==> config.mk <==
export PLATFORM = sky130hd
export DESIGN_NAME = periodic_down_timer
export DESIGN_NICKNAME = d
export VERILOG_FILES = /design/src/rtl/timer_pkg.sv /design/src/rtl/tmr_tick_div.sv /design/src/rtl/tmr_counter.sv /design/src/rtl/tmr_irq_flag.sv /design/src/rtl/periodic_down_timer.sv
export SDC_FILE = /design/constraint.sdc
export NUM_CORES = 1
export LEC_CHECK = 0
export ABC_AREA = 0
export BUFFER_PORTS_ARGS = -buffer_cell sky130_fd_sc_hd__buf_2
export CORE_MARGIN = 8
export CORE_UTILIZATION = 44
export DETAILED_ROUTE_END_ITERATION = 8
export PLACE_DENSITY = 0.75
export SLEW_MARGIN = 40
export SYNTH_ARGS = -nofsm -noshare
export SYNTH_HDL_FRONTEND = slang
export SYNTH_SLANG_ARGS = --single-unit
==> constraint.sdc <==
create_clock -name clk -period 2.5 [get_ports clk]
set_clock_uncertainty 0.05 [all_clocks]
set_input_delay 0.375 -clock clk [delete_from_list [all_inputs] [get_ports clk]]
set_output_delay 0.375 -clock clk [all_outputs]
set_load 0.02 [all_outputs]
==> src/rtl/timer_pkg.sv <==
package timer_pkg;
  localparam int unsigned REG_LOAD  = 0;
  localparam int unsigned REG_VALUE = 1;
  localparam int unsigned REG_CTRL  = 2;
  localparam int unsigned REG_CLEAR = 3;
  localparam int unsigned CTRL_W    = 3;

  typedef struct packed {
    logic fast;
    logic periodic;
    logic run;
  } tmr_ctrl_t;
endpackage

==> src/rtl/tmr_tick_div.sv <==
module tmr_tick_div #(
  parameter int unsigned DIV = 8
) (
  input  logic clk,
  input  logic rst,
  output logic tick
);
  localparam int unsigned CW = (DIV > 1) ? $clog2(DIV) : 1;
  localparam logic [CW-1:0] LAST = CW'(DIV - 1);

  logic [CW-1:0] cnt_q;

  always_ff @(posedge clk) begin
    if (rst) cnt_q <= '0;
    else if (cnt_q == LAST) cnt_q <= '0;
    else cnt_q <= cnt_q + 1'b1;
  end

  assign tick = (cnt_q == LAST);

  generate
    if (DIV > 1) begin : g_spacing
      p_single_pulse_r4: assert property (@(posedge clk) disable iff (rst)
        tick |=> !tick);
    end
  endgenerate
endmodule

==> src/rtl/tmr_counter.sv <==
module tmr_counter #(
  parameter int unsigned CNT_W = 16
) (
  input  logic             clk,
  input  logic             rst,
  input  logic             run,
  input  logic             periodic,
  input  logic             tick,
  input  logic             preload,
  input  logic [CNT_W-1:0] preload_val,
  input  logic             restart,
  input  logic [CNT_W-1:0] load_val,
  output logic [CNT_W-1:0] count,
  output logic             underflow
);
  logic [CNT_W-1:0] count_q;
  logic             step;

  assign step      = run && tick;
  assign underflow = step && (count_q == '0);
  assign count     = count_q;

  always_ff @(posedge clk) begin
    if (rst) count_q <= '0;
    else if (preload) count_q <= preload_val;
    else if (restart) count_q <= load_val;
    else if (step) begin
      if (count_q == '0) count_q <= periodic ? load_val : '1;
      else count_q <= count_q - 1'b1;
    end
  end

  p_step_down_r5: assert property (@(posedge clk) disable iff (rst)
    (step && count_q != '0) |=> count_q == ($past(count_q) - CNT_W'(1)));
  p_reload_r6: assert property (@(posedge clk) disable iff (rst)
    (step && count_q == '0 && periodic) |=> count_q == $past(load_val));
  p_wrap_r7: assert property (@(posedge clk) disable iff (rst)
    (step && count_q == '0 && !periodic) |=> count_q == '1);
  p_hold_r11: assert property (@(posedge clk) disable iff (rst)
    (!run && !preload && !restart) |=> $stable(count_q));
endmodule

==> src/rtl/tmr_irq_flag.sv <==
module tmr_irq_flag (
  input  logic clk,
  input  logic rst,
  input  logic set,
  input  logic clr,
  output logic irq
);
  logic flag_q;

  always_ff @(posedge clk) begin
    if (rst) flag_q <= 1'b0;
    else if (set) flag_q <= 1'b1;
    else if (clr) flag_q <= 1'b0;
  end

  assign irq = flag_q;

  p_set_wins_r8: assert property (@(posedge clk) disable iff (rst)
    set |=> irq);
  p_clear_r9: assert property (@(posedge clk) disable iff (rst)
    (clr && !set) |=> !irq);
  p_sticky_r8: assert property (@(posedge clk) disable iff (rst)
    (irq && !clr) |=> irq);
endmodule

==> src/rtl/periodic_down_timer.sv <==
module periodic_down_timer
  import timer_pkg::*;
#(
  parameter int unsigned CNT_W    = 16,
  parameter int unsigned DATA_W   = 32,
  parameter int unsigned ADDR_W   = 2,
  parameter int unsigned SLOW_DIV = 145,
  parameter int unsigned FAST_DIV = 10
) (
  input  logic              clk,
  input  logic              rst,
  input  logic              wr_en,
  input  logic [ADDR_W-1:0] wr_addr,
  input  logic [DATA_W-1:0] wr_data,
  input  logic              rd_en,
  input  logic [ADDR_W-1:0] rd_addr,
  output logic [DATA_W-1:0] rd_data,
  output logic              irq
);
  localparam int unsigned NRATES = 2;

  tmr_ctrl_t        ctrl_q;
  logic [CNT_W-1:0] load_q;
  logic [CNT_W-1:0] count;
  logic [NRATES-1:0] ticks;
  logic             tick_sel;
  logic             underflow;
  logic             wr_load, wr_ctrl, wr_clear;
  logic             preload, restart;
  tmr_ctrl_t        ctrl_new;
  logic [DATA_W-1:0] rd_data_q;

  genvar g;
  generate
    for (g = 0; g < NRATES; g++) begin : g_rate
      tmr_tick_div #(.DIV(g == 0 ? SLOW_DIV : FAST_DIV)) i_div (
        .clk (clk),
        .rst (rst),
        .tick(ticks[g])
      );
    end
  endgenerate

  assign tick_sel = ctrl_q.fast ? ticks[1] : ticks[0];

  assign wr_load  = wr_en && (wr_addr == ADDR_W'(REG_LOAD));
  assign wr_ctrl  = wr_en && (wr_addr == ADDR_W'(REG_CTRL));
  assign wr_clear = wr_en && (wr_addr == ADDR_W'(REG_CLEAR));
  assign ctrl_new = tmr_ctrl_t'(wr_data[CTRL_W-1:0]);
  assign preload  = wr_load && !ctrl_q.run;
  assign restart  = wr_ctrl && ctrl_new.run && !ctrl_q.run;

  always_ff @(posedge clk) begin
    if (rst) begin
      ctrl_q <= '0;
      load_q <= '0;
    end else begin
      if (wr_ctrl) ctrl_q <= ctrl_new;
      if (wr_load) load_q <= wr_data[CNT_W-1:0];
    end
  end

  tmr_counter #(.CNT_W(CNT_W)) i_counter (
    .clk        (clk),
    .rst        (rst),
    .run        (ctrl_q.run),
    .periodic   (ctrl_q.periodic),
    .tick       (tick_sel),
    .preload    (preload),
    .preload_val(wr_data[CNT_W-1:0]),
    .restart    (restart),
    .load_val   (load_q),
    .count      (count),
    .underflow  (underflow)
  );

  tmr_irq_flag i_irq (
    .clk(clk),
    .rst(rst),
    .set(underflow),
    .clr(wr_clear),
    .irq(irq)
  );

  always_ff @(posedge clk) begin
    if (rst) rd_data_q <= '0;
    else if (rd_en) begin
      case (rd_addr)
        ADDR_W'(REG_LOAD):  rd_data_q <= DATA_W'(load_q);
        ADDR_W'(REG_VALUE): rd_data_q <= DATA_W'(count);
        ADDR_W'(REG_CTRL):  rd_data_q <= DATA_W'(ctrl_q);
        default:            rd_data_q <= '0;
      endcase
    end
  end

  assign rd_data = rd_data_q;

  p_restart_r10: assert property (@(posedge clk) disable iff (rst)
    restart |=> count == $past(load_q));
  p_preload_r10: assert property (@(posedge clk) disable iff (rst)
    preload |=> count == $past(wr_data[CNT_W-1:0]));
endmodule

* After elaboration in Yosys (flattened, before gate mapping)
Index checks and enable logic that the tools add are counted.
Cells by class: $add $sub $neg 3, bitwise logic cells 0, magnitude comparators 0, shifts and indexed selects 0, $mul 0, divide/modulo/power cells 0, reductions and logical operators 16, mux-type cells 9, equal/unequal tests 6
Operators with widths (count):
- 2-to-1 mux 16 bit | 5
- case mux 16 bit (3 select lines) | 1
- logical NOT 16 bit | 1
- subtractor 16 x 1 -> 16 bit, second input constant | 1
- adder 8 x 1 -> 8 bit, second input constant | 1
- == test 8 bit, second input constant | 1
- logical AND 1 bit | 8
- == test 2 bit, second input constant | 3
- adder 4 x 1 -> 4 bit, second input constant | 1
- == test 4 bit, second input constant | 1
- logical NOT 2 bit | 2
- OR reduction 2 bit | 2
- 2-to-1 mux 1 bit | 3
- nonzero test 3 bit | 1
- == test 2 x 1 -> 1 bit, second input constant | 1
- nonzero test 2 bit | 1
- logical NOT 1 bit | 1
Word-level totals: output and inout port bits 33, latch bits 0, memory bits (writable) 0, flip-flop bits (word level) 80, bits in read-only memories 0, bits of input ports 40, memories 0

* Longest topological paths before layout
word-level depth 6, mapped depth 9, gate-level depth less buffers 7

* Hierarchy
Synthesis repeated with hierarchy kept, for this count alone.
Second synthesis, totals: cells, all modules 432, area, all modules 3577.2 sq um
Modules (own cells, without submodules):
- periodic_down_timer | area an instance 1662.8 sq um, seq. area each 700.7 sq um, cells each 194, instances 1
- tmr_counter | area an instance 1301.2 sq um, seq. area each 320.3 sq um, cells each 172, instances 1
- tmr_tick_div (g_rate[0].i_div) | area an instance 390.4 sq um, seq. area each 160.2 sq um, cells each 42, instances 1
- tmr_tick_div (g_rate[1].i_div) | area an instance 183.9 sq um, seq. area each 80.1 sq um, cells each 20, instances 1
- tmr_irq_flag | area an instance 38.8 sq um, seq. area each 20.0 sq um, cells each 4, instances 1

* Worst setup path after synthesis
Ideal clock, no wire load.
path type reg2reg, start reg g_rate[0].i_div.cnt_q[0], end reg i_counter.count_q[13] (netlist: i_counter.count[13]), required time 2.393 ns, path slack 0.306 ns, arrival time 2.087 ns, cell stages (with the launch flop) 9, path through dfxtp_1 inv_1 ha_1 or4b_1 o41a_1 o21a_1 buf_6 a2111oi_2 a21o_1
Between the ends: cells in the longest elaborated chain, start to end 4
Ends and longest elaborated chain:
- from (decl) | line tmr_tick_div.sv:11 | logic [CW-1:0] cnt_q;
- from (signal assigned) | line tmr_tick_div.sv:16 | else cnt_q <= cnt_q + 1'b1;
- == test 8 bit | line tmr_tick_div.sv:19 | assign tick = (cnt_q == LAST);
- 2-to-1 mux 1 bit | line periodic_down_timer.sv:44 | assign tick_sel = ctrl_q.fast ? ticks[1] : ticks[0];
- logical AND 1 bit | line tmr_counter.sv:19 | assign step = run && tick;
- nonzero test 3 bit (no source line)
- to (signal assigned) | line tmr_counter.sv:25 | else if (preload) count_q <= preload_val;
- to (signal assigned) | line tmr_counter.sv:26 | else if (restart) count_q <= load_val;
- to (signal assigned) | line tmr_counter.sv:28 | if (count_q == '0) count_q <= periodic ? load_val : '1;
- to (decl) | line tmr_counter.sv:16 | logic [CNT_W-1:0] count_q;
No other way between the ends. A chain may end at the register's enable or synchronous reset.

* Worst setup path in the final report
start reg g_rate[0].i_div.cnt_q[0], end reg i_counter.count_q[11] (netlist: i_counter.count[11])
The elaborated chain is that of the path after synthesis.

==> run metrics <==
status=completed; IO Port Bufs=40; Cells after Synth=434; number of CTS-inserted buffers=9; RSZ-0062 raised after global routing=no; FF+latch count, synth=64; CP bufs+invs=2; vias post-DR=3,236; gr busiest metal=met2; period utilization=93.2%; sequential-to-total area share from yosys stat=36.7%; Post-Synth Simple-Gate Area=24.8%; worst path cell trace=inv_1 > ha_1 > or4b_1 > o41a_1 > o21a_1 > buf_4 > nor4_1 > nor4_1; via density per instance=5.51; Yosys warning total=0; Synth top area share=36.7%; post-synthesis mux area share=5.63%; Worst Max-Slew Pin Slew=528 ps; grt total ovfl=0; synth top area cells=dfxtp_1, a21oi_1, nor2_1; number of synthesized flops with an enable pin=0; Hold WC Path Type=input port to flip-flop; Initial Util=45.2%; H-tree levels=3; clock-pin slew on the worst setup and hold paths=70 ps; Syn Area/Cell=8.04 µm²; Leakage=1.64 nW; largest net degree at the start of global routing=29; CP required=2670 ps; DIE AREA=11,000 µm²; relative slew slack=64.7%; WL per Instance=15.6 µm; stages on the worst setup path=8; Post-Place Cells=571; main combinational cell family by area after synthesis=simple AND/OR/NAND/NOR gates; Core Area=7730 µm²; Crit Path Max Fanout=12; clk buf depth=2; CTS tree=yes; # clock sinks=64; Yosys cell types=57; number of routed nets with antenna violations=0; Syn-to-layout area delta=14.7%; Final Instance Count excl. Fillers=587; met3 Usage GRT=3.62%; M2 GR Usage=26.3%; Layout Nets=526; Die Height=105 µm; Max IR drop VDD=362 µV; xor/xnor share of the synthesized area=3.76%; Synth async-reset ratio=0%; maxcap violations=0; worst setup path class=flip-flop to flip-flop; fraction of layout cells with a size suffix above 1=20.8%; final slew viol count=0; vias in the first global route=3,190; Worst Hold Depth=3; max incr delay on CP=460 ps; GP Congestion=0.938; Setup TNS=0 ps; Compound-Gate Fraction of Synth Area=18.6%; final hold viol count=0; Cell Pwr Density=606 nW/µm²; post-synthesis adder-cell area fraction=2.15%; Top FF cell, synth=dfxtp_1; Root Buffer=clkbuf_8; final WL=9160 µm; Iter 0 DRT Violations=190; Diodes inserted=0; Most Frequent Cell on Critical Path=nor4_1; Tmin final=2330 ps; Fmax=429 MHz; dominant cell type by area after synthesis=dfxtp_1; I/O pins=73; path depth of the worst reg2reg path=8; met1 usage=22.1%; DP Wirelength=6750 µm; DRC viols=0; Cell Rows=32; first-pass GRT wire length=15,600 µm; total track usage=16.9%; Worst Setup End Kind=flip-flop; Arr. time, crit path=2500 ps; Final Setup Violations=0; clock insertion delay at the later pin of the skew report=340 ps; crit-path leading delay family=simple AND/OR/NAND/NOR gates; initial antenna violation count=0; mapped cell area=3490 µm²; TritonRoute pass-1 iters=4; Crit-path slowest cell=or4b_1; total power=2.42 mW; Setup crit start kind=flip-flop; Die Width=105 µm
-- synthesized netlist by cell type, types with 2 or more instances --
cell and instances:
a211oi_1 10, a21o_1 2, a21oi_1 49, a221oi_1 3, a311oi_1 2, a31oi_1 2, and3_1 4, and4_1 2
buf_1 2, buf_2 2, buf_4 18, clkbuf_1 21, dfxtp_1 64, ha_1 6, inv_1 12, mux2_2 13
mux2i_1 5, nand2_1 46, nand2b_1 4, nand3_1 8, nand4_1 3, nor2_1 52, nor2b_1 15, nor3_1 10
nor3b_1 5, nor4_1 10, nor4b_1 3, o21ai_0 6, o21ai_1 2, o221ai_1 8, o31ai_1 3, or3b_2 2
or4_1 3, xnor2_1 7, xor2_1 8
-- what timing repair did --
action,4_1_cts,5_1_grt
buffers inserted,0,0
resized for setup,0,2
hold buffers,0,0
endpoints found under the setup margin,0,3
-- flip-flops by register name (all words and copies together), names as in the netlist --
signal / flops
i_counter.count: 16
load_q: 16
rd_data: 16
g_rate.i_div.cnt_q: 12
ctrl_q: 3
i_irq.irq: 1
-- layout by cell type, fill, tap and decap left out, drive strengths merged, types with 8 or more instances in the layout --
master and n:
dfxtp 64, buf 64, nor2 52, a21oi 49
nand2 46, conb 16, nor2b 15, mux2 13
clkbuf 13, inv 12, nor4 11, a211oi 10
nor3 10, o21ai 9, nand3 8, xor2 8
o221ai 8
-- layout make-up --
cell class	instances	area, µm²
Clock inverter	3	17.5
Multi-Input combinational cell	329	2000
Clock buffer	13	149
Sequential cell	64	1280
Tap cell	102	128
Timing Repair Buffer	64	380
Fill cell	745	3720
Inverter	12	45.0
-- power breakdown --
part,internal (mW),total [mW],switching [mW],leakage (nW)
Combinational,0.228,0.527,0.299,1.04
Clock,0.385,0.778,0.393,0.0834
Sequential,1.06,1.12,0.0544,0.521
-- logic make-up (layout without fill, tap and decap cells) --
kind of cell             count (synthesis)  in the layout
AO/OA/AOI/OAI                          101            101
XOR/XNOR                                15             15
adder cells (fa/ha/maj)                  6              6
buffers and inverters                   56             92
flip-flops                              64             64
multiplexers                            18             18
other                                    1             16
AND/OR/NAND/NOR                        173            173
-- worst paths after layout --
kind                       startpoint                  end  slack [ps]
max          g_rate[0].i_div.cnt_q[0]  i_counter.count[11]         170
min                        wr_data[9]            load_q[9]         230
min reg2reg                 i_irq.irq            i_irq.irq         400
max reg2reg  g_rate[0].i_div.cnt_q[0]  i_counter.count[11]         170
-- layer usage --
| layer | vias up | wire length, µm |
|---|---|---|
| li1 | 1590 | - |
| met1 | 1532 | 4260 |
| met2 | 99 | 4110 |
| met3 | 15 | 619 |
| met4 | 0 | 167 |
| met5 | - | 0 |
-- through the flow --
stage / setup WS, ps / util [%] / hold slack, ps / area (µm²)
after detailed placement: 132 / 49.5 / 401 / 3820
after global routing: 14.3 / 51.8 / 224 / 4000
after global placement: 197 / 49.5 / 399 / 3820
after CTS: 128 / 51.6 / 217 / 3990
after floorplan: 306 / - / 394 / 3550
final: 170 / 51.8 / 228 / 4000
-- worst min-delay path: stages --
cell and delay, ps:
buf_2 100, nand2_1 50, a21oi_1 50
No activity file was read; power rests on OpenSTA's default activity.
